==> src/rtl/slt_alu_pkg.sv <==
package slt_alu_pkg;

    typedef enum logic [2:0] {
        OP_AND  = 3'b000,
        OP_OR   = 3'b001,
        OP_ADD  = 3'b010,
        OP_NONE = 3'b011,
        OP_ANDN = 3'b100,
        OP_ORN  = 3'b101,
        OP_SUB  = 3'b110,
        OP_SLT  = 3'b111
    } alu_op_e;

    typedef enum logic [1:0] {
        PICK_AND  = 2'b00,
        PICK_OR   = 2'b01,
        PICK_SUM  = 2'b10,
        PICK_SIGN = 2'b11
    } pick_e;

    typedef enum int {
        ADDER_RIPPLE = 0,
        ADDER_PREFIX = 1
    } adder_kind_e;

    typedef struct packed {
        logic  invert_b;
        logic  carry_in;
        pick_e pick;
        logic  force_zero;
    } ctrl_t;

    function automatic ctrl_t decode_code(input logic [2:0] code);
        ctrl_t c;
        c.invert_b   = code[2];
        c.carry_in   = code[2];
        c.pick       = pick_e'(code[1:0]);
        c.force_zero = (code == OP_NONE);
        return c;
    endfunction

endpackage

==> src/rtl/slt_alu_decode.sv <==
module slt_alu_decode
    import slt_alu_pkg::*;
#(
    parameter int WIDTH = 32
) (
    input  logic [2:0]       f,
    input  logic [WIDTH-1:0] b,
    output ctrl_t            ctrl,
    output logic [WIDTH-1:0] b_eff
);

    always_comb begin
        ctrl  = decode_code(f);
        b_eff = ctrl.invert_b ? ~b : b;
    end

endmodule

==> src/rtl/slt_alu_adder.sv <==
module slt_alu_adder
    import slt_alu_pkg::*;
#(
    parameter int WIDTH      = 32,
    parameter int ADDER_KIND = ADDER_PREFIX
) (
    input  logic [WIDTH-1:0] x,
    input  logic [WIDTH-1:0] z,
    input  logic             cin,
    output logic [WIDTH-1:0] sum,
    output logic             cout
);

    localparam int LEVELS = (WIDTH > 1) ? $clog2(WIDTH) : 1;

    logic [WIDTH-1:0] half;
    logic [WIDTH:0]   carry;

    assign half = x ^ z;

    generate
        if (ADDER_KIND == ADDER_RIPPLE) begin : g_ripple
            assign carry[0] = cin;
            for (genvar i = 0; i < WIDTH; i++) begin : g_bit
                assign carry[i+1] = (x[i] & z[i]) | (half[i] & carry[i]);
            end
        end else begin : g_prefix
            logic [LEVELS:0][WIDTH-1:0] gen;
            logic [LEVELS:0][WIDTH-1:0] prop;
            // column 0 absorbs the carry-in so each group generate is a final carry
            assign gen[0][0]  = (x[0] & z[0]) | (half[0] & cin);
            assign prop[0][0] = 1'b0;
            for (genvar i = 1; i < WIDTH; i++) begin : g_init
                assign gen[0][i]  = x[i] & z[i];
                assign prop[0][i] = half[i];
            end
            for (genvar l = 0; l < LEVELS; l++) begin : g_lvl
                localparam int DIST = 1 << l;
                for (genvar i = 0; i < WIDTH; i++) begin : g_col
                    if (i >= DIST) begin : g_merge
                        assign gen[l+1][i]  = gen[l][i] | (prop[l][i] & gen[l][i-DIST]);
                        assign prop[l+1][i] = prop[l][i] & prop[l][i-DIST];
                    end else begin : g_pass
                        assign gen[l+1][i]  = gen[l][i];
                        assign prop[l+1][i] = prop[l][i];
                    end
                end
            end
            assign carry[0] = cin;
            for (genvar i = 1; i <= WIDTH; i++) begin : g_carry
                assign carry[i] = gen[LEVELS][i-1];
            end
        end
    endgenerate

    assign sum  = half ^ carry[WIDTH-1:0];
    assign cout = carry[WIDTH];

    always_comb begin
        AST_SUM_EXACT: assert ({cout, sum} ==
                               ({1'b0, x} + {1'b0, z} + {{WIDTH{1'b0}}, cin}))
            else $error("adder result disagrees with integer sum");
    end

endmodule

==> src/rtl/slt_alu_resmux.sv <==
module slt_alu_resmux
    import slt_alu_pkg::*;
#(
    parameter int WIDTH = 32
) (
    input  ctrl_t            ctrl,
    input  logic [WIDTH-1:0] a,
    input  logic [WIDTH-1:0] b_eff,
    input  logic [WIDTH-1:0] sum,
    output logic [WIDTH-1:0] y
);

    logic [WIDTH-1:0] and_w;
    logic [WIDTH-1:0] or_w;
    logic [WIDTH-1:0] sign_w;

    assign and_w  = a & b_eff;
    assign or_w   = a | b_eff;
    assign sign_w = {{(WIDTH-1){1'b0}}, sum[WIDTH-1]};

    always_comb begin
        if (ctrl.force_zero) begin
            y = '0;
        end else begin
            unique case (ctrl.pick)
                PICK_AND:  y = and_w;
                PICK_OR:   y = or_w;
                PICK_SUM:  y = sum;
                PICK_SIGN: y = sign_w;
                default:   y = '0;
            endcase
        end
    end

    always_comb begin
        AST_UNUSED_ZERO: assert (!ctrl.force_zero || y == '0)
            else $error("unused code gave a nonzero result");
        AST_SLT_ZEXT: assert (!(ctrl.pick == PICK_SIGN && !ctrl.force_zero) ||
                              (y[WIDTH-1:1] == '0 && y[0] == sum[WIDTH-1]))
            else $error("set-less-than result malformed");
        AST_AND_SUBSET: assert (ctrl.pick != PICK_AND || (y & ~a) == '0)
            else $error("AND result sets a bit absent from A");
        AST_OR_SUPERSET: assert (ctrl.pick != PICK_OR || (a & ~y) == '0)
            else $error("OR result drops a bit of A");
    end

endmodule

==> src/rtl/slt_alu.sv <==
module slt_alu
    import slt_alu_pkg::*;
#(
    parameter int WIDTH      = 32,
    parameter int ADDER_KIND = ADDER_PREFIX
) (
    input  logic [WIDTH-1:0] a,
    input  logic [WIDTH-1:0] b,
    input  logic [2:0]       f,
    output logic [WIDTH-1:0] y,
    output logic             cout
);

    ctrl_t            ctrl;
    logic [WIDTH-1:0] b_eff;
    logic [WIDTH-1:0] sum;

    slt_alu_decode #(.WIDTH(WIDTH)) u_decode (
        .f     (f),
        .b     (b),
        .ctrl  (ctrl),
        .b_eff (b_eff)
    );

    slt_alu_adder #(.WIDTH(WIDTH), .ADDER_KIND(ADDER_KIND)) u_adder (
        .x    (a),
        .z    (b_eff),
        .cin  (ctrl.carry_in),
        .sum  (sum),
        .cout (cout)
    );

    slt_alu_resmux #(.WIDTH(WIDTH)) u_resmux (
        .ctrl  (ctrl),
        .a     (a),
        .b_eff (b_eff),
        .sum   (sum),
        .y     (y)
    );

    always_comb begin
        AST_SUB_SIGN: assert (f != 3'b111 || y[0] == sum[WIDTH-1])
            else $error("set-less-than bit differs from difference sign");
    end

endmodule

==> config.mk <==
export PLATFORM = sky130hd
export DESIGN_NAME = slt_alu
export DESIGN_NICKNAME = d
export VERILOG_FILES = /design/src/rtl/slt_alu_pkg.sv /design/src/rtl/slt_alu_decode.sv /design/src/rtl/slt_alu_adder.sv /design/src/rtl/slt_alu_resmux.sv /design/src/rtl/slt_alu.sv
export SDC_FILE = /design/constraint.sdc
export NUM_CORES = 1
export LEC_CHECK = 0
export BUFFER_PORTS_ARGS = -buffer_cell sky130_fd_sc_hd__buf_4
export CAP_MARGIN = 15
export CORE_AREA = 5 5 87 89
export DETAILED_ROUTE_END_ITERATION = 8
export DIE_AREA = 0 0 92 94
export PLACE_DENSITY = 0.71
export SYNTH_ARGS = -nofsm -noshare
export SYNTH_HDL_FRONTEND = slang
export SYNTH_HIERARCHICAL = 1
export SYNTH_SLANG_ARGS = --single-unit
==> constraint.sdc <==
create_clock -name vclk -period 8.33
set_clock_uncertainty 0.2 [all_clocks]
set_input_delay 0.833 -clock vclk [all_inputs]
set_output_delay 0.833 -clock vclk [all_outputs]
set_load 0.005 [all_outputs]
; After elaboration in Yosys (flattened, before gate mapping)
; Index checks and enable logic that the tools add are counted.
[word_totals]
ff_bits = 0
latch_bits = 0
ramBits = 0
romBits = 0
input_bits = 67
elab_cells = 403
memories = 0
[op_classes]
add_sub_neg = 0
n_mul = 0
div_mod_pow = 0
magnitude_cmp = 0
eq_ne = 4
shift = 0
mux = 3
bitwise_logic = 395
reduce_logical = 1
[op_table]
columns = operator, n
row1 = 1-bit bitwise AND, 260
row2 = 1-bit OR, 130
row3 = 32-bit case mux with 4 select lines, 1
row4 = 32-bit two-way mux, 2
row5 = 32-bit bitwise XOR, 2
row6 = 32-bit bitwise AND, 1
row7 = 32-bit NOT, 1
row8 = 32-bit OR, 1
row9 = "2-bit equality test, second input constant", 2
row10 = "3-bit by 2-bit equality test with 1-bit output, second input constant", 1
row11 = "2-bit by 1-bit equality test with 1-bit output, second input constant", 1
row12 = 2-bit zero test, 1

; Logic depth before layout (Yosys ltp)
; Gate-level depths: netlist of run 1.
[logic_depth]
word_depth = 16
ltp_mapped = 14
depth_no_buf = 11

; Modules after synthesis
; Netlist of run 1, hierarchy kept.
[by_module_without_submodules]
columns = module, n_inst, cells_each, area_each_um2
row1 = slt_alu_adder, 1, 234, 1727.9
row2 = slt_alu_resmux, 1, 82, 780.7
row3 = slt_alu_decode, 1, 41, 391.6

; Worst setup path after synthesis of run 1
; Ideal clock, no wire load.
[synth_path]
path_kind = input to output
from = in f[2]
to = out y[24]
arrival_time_ns = 3.777
path_slack_ns = 3.520
cell_stages = 13
cell_sequence = buf_6 -> buf_12 -> xor2_1 -> fa_1 -> fa_1 -> a21oi_2 -> o211ai_2 -> a211oi_4 -> nor4_2 -> or3_1 -> a31oi_1 -> xnor2_1 -> a32o_1
[synth_between]
elab_chain_cells = 15
elab_cells_between_ends = 99
[synth_rtl]
columns = item, line
row1 = from (decl), slt_alu.sv:9  ; input logic [2:0] f,
row2 = 32-bit two-way mux (*), slt_alu_decode.sv:14  ; b_eff = ctrl.invert_b ? ~b : b;
row3 = via b_eff[0], slt_alu.sv:15  ; logic [WIDTH-1:0] b_eff;
row4 = 32-bit bitwise XOR, slt_alu_adder.sv:19  ; assign half = x ^ z;
row5 = 1-bit bitwise AND, slt_alu_adder.sv:31  ; assign gen[0][0] = (x[0] & z[0]) | (half[0] & cin);
row6 = 1-bit OR (*), slt_alu_adder.sv:31
row7 = 1-bit bitwise AND (*), slt_alu_adder.sv:41  ; assign gen[l+1][i] = gen[l][i] | (prop[l][i] & gen[l][i-DIST]);
row8 = 1-bit OR (*), slt_alu_adder.sv:41
row9 = 1-bit bitwise AND (*), slt_alu_adder.sv:41
row10 = 1-bit OR (*), slt_alu_adder.sv:41
row11 = 1-bit bitwise AND (*), slt_alu_adder.sv:41
row12 = 1-bit OR (*), slt_alu_adder.sv:41
row13 = 1-bit bitwise AND (*), slt_alu_adder.sv:41
row14 = 1-bit OR (*), slt_alu_adder.sv:41
row15 = 32-bit bitwise XOR (*), slt_alu_adder.sv:56  ; assign sum = half ^ carry[WIDTH-1:0];
row16 = via sum[24], slt_alu.sv:16  ; logic [WIDTH-1:0] sum;
row17 = 32-bit case mux with 4 select lines (*), slt_alu_resmux.sv:25  ; unique case (ctrl.pick)
row18 = 32-bit two-way mux (*), slt_alu_resmux.sv:22  ; if (ctrl.force_zero) begin
row19 = to (decl), slt_alu.sv:10  ; output logic [WIDTH-1:0] y,
; Mark *: on every way through the listed nets, which the timed path passes. The rest lies on a longest branch.

; Worst setup path in the final report of run 1
; Ends and elaborated chain as after synthesis.

==> flow_summary_export.csv, run 1 <==
group,metric,value,unit
global_route,grt.total_usage,19.6,%
global_route,grt_max_degree,37,
finish,final_common_cell,"buf_4",
finish,seq_area,0,sq um
placed_design,dpl-instance-area,3560,sq um
global_route,gr-total-overflow,0,
timing,hold_viol_final,0,
synthesis,syn_area_per_cell,8.13,sq um
worst_setup_path,crit_required,7300,ps
detailed_routing,wl_per_cell,16.7,um
timing,finalSetupViolCount,0,
worst_setup_path,crit_path_start_kind,"input port",
detailed_routing,viasPerCell,5.96,
clock_network,post_cts_resized,0,
floorplanning,die_area,8650,sq um
finish,drive_gt1_share,33.8,%
timing,max_freq,0.186,GHz
timing,worst_pin_slew,1050,ps
synthesis,synth_area,2890,sq um
clock_network,cts_setup_buffers,0,
global_route,antenna_found_initial,0,
finish,seq_cell_count,0,
detailed_routing,dr.pass1.iters,4,
detailed_routing,ant_nets,0,
worst_setup_path,crit_buf_inv,2,
run,cap_violations,0,
detailed_routing,drt_iter0_markers,125,
finish,final_nets,534,
timing,holdWs,1790,ps
floorplanning,initial_core_util,43.3,%
run_status,outcome,"completed",
worst_setup_path,cp-end-kind,"output pin",
power,p_per_area,103,nW/um^2
timing,max_slew_margin,29.8,%
synthesis,synthesis.nets,456,
floorplanning,rows,30,
timing,rsz0062_at_grt,"false",
power,leakage,1.62,nW
placed_design,io_buffers,100,
power,power_frac_clock,0,%
detailed_routing,drc,0,
floorplanning,pin_count,100,
power,p_sw_share,51.1,%
finish,synthToLayoutAreaGrowth,23.1,%
synthesis,synthCells,356,
placed_design,gp_congestion,0.906,
worst_setup_path,crit_family,"compound AO/OA/AOI/OAI gates",
worst_setup_path,cp_max_fo,34,
timing,period_needed,5380,ps
finish,final_cell_area,3560,sq um
power,p_sw,0.000188,W
timing,setup_tns,0,ps
worst_setup_path,path_cells,"buf_4, xor2_1, fa_1, fa_1, a21oi_2, o211ai_2, a211oi_4, nor4_2, or3_1, a31oi_1, xnor2_1, a32o_1, buf_4",
worst_setup_path,critical_path_class,"input port to output pin",
finish,diodes,0,
clock_network,cts_hold_buffers,0,
power,p_comb_share,100.0,%
worst_hold_path,hold_path_class,"input port to output pin",
worst_setup_path,max_stage_delay,480,ps
power,sequentialPowerShare,0,%
global_route,grt_pass1_vias,3141,
detailed_routing,routed_wl,8550,um
power,vdd_drop_max,0.0456,mV
placed_design,dp_hpwl,6970,um
floorplanning,die_h,94,um
worst_setup_path,cp_data_arrival_time,4350,ps
power,p_int,0.000179,W
synthesis,yosysWarnings,6,
floorplanning,die_width,92,um
timing,timing.final.crit_share,64.6,%
global_route,grt_pass1_wl,14600,um
detailed_routing,vias,3051,
floorplanning,core_area,6680,sq um
finish,layout_common_cells,"buf_4, xor2_1, ha_1, a32o_1, a21oi_1",
finish,num-clock-buffers,0,
worst_setup_path,cp_slowest_cell,"fa_1",
timing,maxSlewViolCount,0,
==> worst paths after layout <==
check	from	cells after the start	end	slack, ps
setup / recovery	f[2]	13	y[24]	2950
hold / removal	f[1]	3	y[0]	1790
==> final cells by class <==
type / instances / area, sq um
tap: 80 / 100
timing repair buffer: 102 / 766
inverter: 9 / 33.8
fill: 706 / 3120
multi-input combinational: 321 / 2660
==> power by group through the flow <==
| stage | clock, W | sequential [W] | combinational [W] |
|---|---|---|---|
| finish | 0 | 0 | 0.000367 |
| global placement | 0 | 0 | 0.000361 |
| detailed placement | 0 | 0 | 0.000365 |
| CTS | 0 | 0 | 0.000367 |
| global route | 0 | 0 | 0.000405 |
| floorplan | 0 | 0 | 0.000256 |
==> stage by stage <==
| step | utilization [%] | std cells | setup WS (ps) | power [W] |
|---|---|---|---|---|
| after floorplan | - | 356 | 3520 | 0.000256 |
| after global placement | 53.3 | 512 | 2990 | 0.000361 |
| after detailed placement | 53.3 | 512 | 2940 | 0.000365 |
| after CTS | 53.3 | 512 | 2940 | 0.000367 |
| after global routing | 53.3 | 512 | 2730 | 0.000405 |
| final | 53.3 | 512 | 2950 | 0.000367 |
==> layer usage <==
| metal | track usage, % | routed length [um] |
|---|---|---|
| met1 | 25.3 | 3930 |
| met2 | 36.6 | 4120 |
| met3 | 2.32 | 482 |
| met4 | 0.371 | 17 |
| met5 | 0 | 0 |
Note: power is estimated with default switching activity, not from simulation.
==> run 2: changes to the inputs <==
--- a/config.mk
+++ b/config.mk
@@ -10,7 +10,7 @@
 export CORE_AREA = 5 5 87 89
 export DETAILED_ROUTE_END_ITERATION = 8
 export DIE_AREA = 0 0 92 94
-export PLACE_DENSITY = 0.71
+export PLACE_DENSITY = 0.74
 export SYNTH_ARGS = -nofsm -noshare
 export SYNTH_HDL_FRONTEND = slang
 export SYNTH_HIERARCHICAL = 1
==> constraint.sdc (replaced) <==
create_clock -name vclk -period 4.7
set_clock_uncertainty 0.2 [all_clocks]
set_input_delay 0.47 -clock vclk [all_inputs]
set_output_delay 0.47 -clock vclk [all_outputs]
set_load 0.005 [all_outputs]
==> run 2 against run 1 <==
Count of clock-buffer cells in the layout did not move. Utilization up 0.22 points. Cell area increased by 0.42%. Worst setup slack lost 2600 ps. Critical path depth is 2 higher. Largest cell class unchanged. Largest power group unchanged.
==> flow_summary_export.csv, run 2 (synthesis results as in run 1) <==
group,metric,value,unit
floorplanning,die_width,92,um
worst_setup_path,cp_max_fo,17,
finish,final_nets,536,
global_route,grt_pass1_vias,3108,
clock_network,post_cts_resized,0,
detailed_routing,wl_per_cell,16.6,um
finish,drive_gt1_share,34.1,%
timing,setup_tns,0,ps
detailed_routing,routed_wl,8520,um
worst_setup_path,max_stage_delay,350,ps
worst_setup_path,cp_slowest_cell,"buf_4",
detailed_routing,dr.pass1.iters,4,
worst_setup_path,cp-end-kind,"output pin",
power,leakage,1.63,nW
power,vdd_drop_max,0.0964,mV
floorplanning,initial_core_util,43.3,%
worst_setup_path,cp_data_arrival_time,3690,ps
global_route,antenna_found_initial,0,
detailed_routing,drt_iter0_markers,152,
timing,hold_viol_final,0,
global_route,gr-total-overflow,0,
detailed_routing,ant_nets,0,
worst_setup_path,cpMostUsedCell,"buf_4",
global_route,use_met2,35.2,%
floorplanning,rows,30,
power,finalPower,0.000651,W
finish,layout_common_cells,"buf_4, xor2_1, ha_1, a32o_1, a21oi_1",
timing,timing.final.crit_share,92.7,%
finish,seq_cell_count,0,
finish,multi_input_area,2660,sq um
placed_design,io_buffers,100,
timing,holdWs,1060,ps
timing,max_slew_margin,26.8,%
worst_setup_path,crit_required,4030,ps
placed_design,gp_congestion,0.914,
floorplanning,die_area,8650,sq um
power,p_per_area,182,nW/um^2
global_route,grt-busiest-layer,"met2",
global_route,use_met1,25.2,%
finish,num-clock-buffers,0,
finish,seq_area,0,sq um
finish,nFillCells,680,
timing,period_needed,4360,ps
timing,max_freq,0.229,GHz
floorplanning,die_h,94,um
floorplanning,core_area,6680,sq um
placed_design,dp_hpwl,6770,um
finish,final_common_cell,"buf_4",
clock_network,cts_hold_buffers,0,
timing,maxSlewViolCount,0,
worst_hold_path,hold_path_class,"input port to output pin",
global_route,grt_max_degree,37,
detailed_routing,vias,3032,
global_route,grt_pass1_wl,14600,um
timing,worst_pin_slew,1100,ps
run,cap_violations,0,
worst_setup_path,path_cells,"buf_4, buf_4, buf_4, xor2_1, ha_1, a21oi_1, o21bai_1, a31oi_1, o21ai_0, a211o_1, nand2_1, xnor2_1, mux2i_1, a221oi_1, buf_4",
detailed_routing,viasPerCell,5.90,
detailed_routing,drc,0,
run_status,outcome,"completed",
timing,finalSetupViolCount,0,
global_route,global_route.usage.met3,3.77,%
timing,rsz0062_at_grt,"false",
worst_hold_path,worstHoldPathCells,3,
worst_setup_path,crit_path_start_kind,"input port",
global_route,grt.total_usage,19.5,%
worst_setup_path,critical_path_class,"input port to output pin",
finish,diodes,0,
floorplanning,pin_count,100,
clock_network,cts_setup_buffers,0,
finish,synthToLayoutAreaGrowth,23.7,%
==> run 2: final timing paths <==
path  start  endpoint  slack, ps
min    f[1]      y[0]       1060
max    f[2]      y[0]        340
==> run 2: routing by layer <==
metal  up-vias  wire length (um)
li1       1529                 -
met3         0               573
met1      1410              3780
met4         0                 0
met5         -                 0
met2        93              4160
==> run 2: power by group <==
part / switching, W / internal (W)
Sequential: 0 / 0
Combinational: 0.000332 / 0.000319
Clock: 0 / 0
==> run 2: layout make-up <==
type                            count  area share, %
Inverter                            9          0.944
Timing Repair Buffer              104           21.8
Tap cell                           80           2.80
Multi-Input combinational cell    321           74.4
==> run 2: critical path, delay by kind of cell <==
| kind | cells | cell delay [ps] |
|---|---|---|
| compound gates | 6 | 1410 |
| buf+inv | 4 | 870 |
| xor+xnor | 2 | 400 |
| fa+ha+maj | 1 | 330 |
| mux | 1 | 120 |
| simple gates | 1 | 80 |
==> run 2: metrics by stage <==
stage / setup WS, ps / cell area [sq um] / utilization, % / std cells
6_report: 342 / 3580 / 53.5 / 514
3_3_place_gp: 436 / 3580 / 53.5 / 514
2_1_floorplan: 616 / 2890 / - / 356
5_1_grt: 71.7 / 3580 / 53.5 / 514
3_5_place_dp: 350 / 3580 / 53.5 / 514
4_1_cts: 330 / 3580 / 53.5 / 514
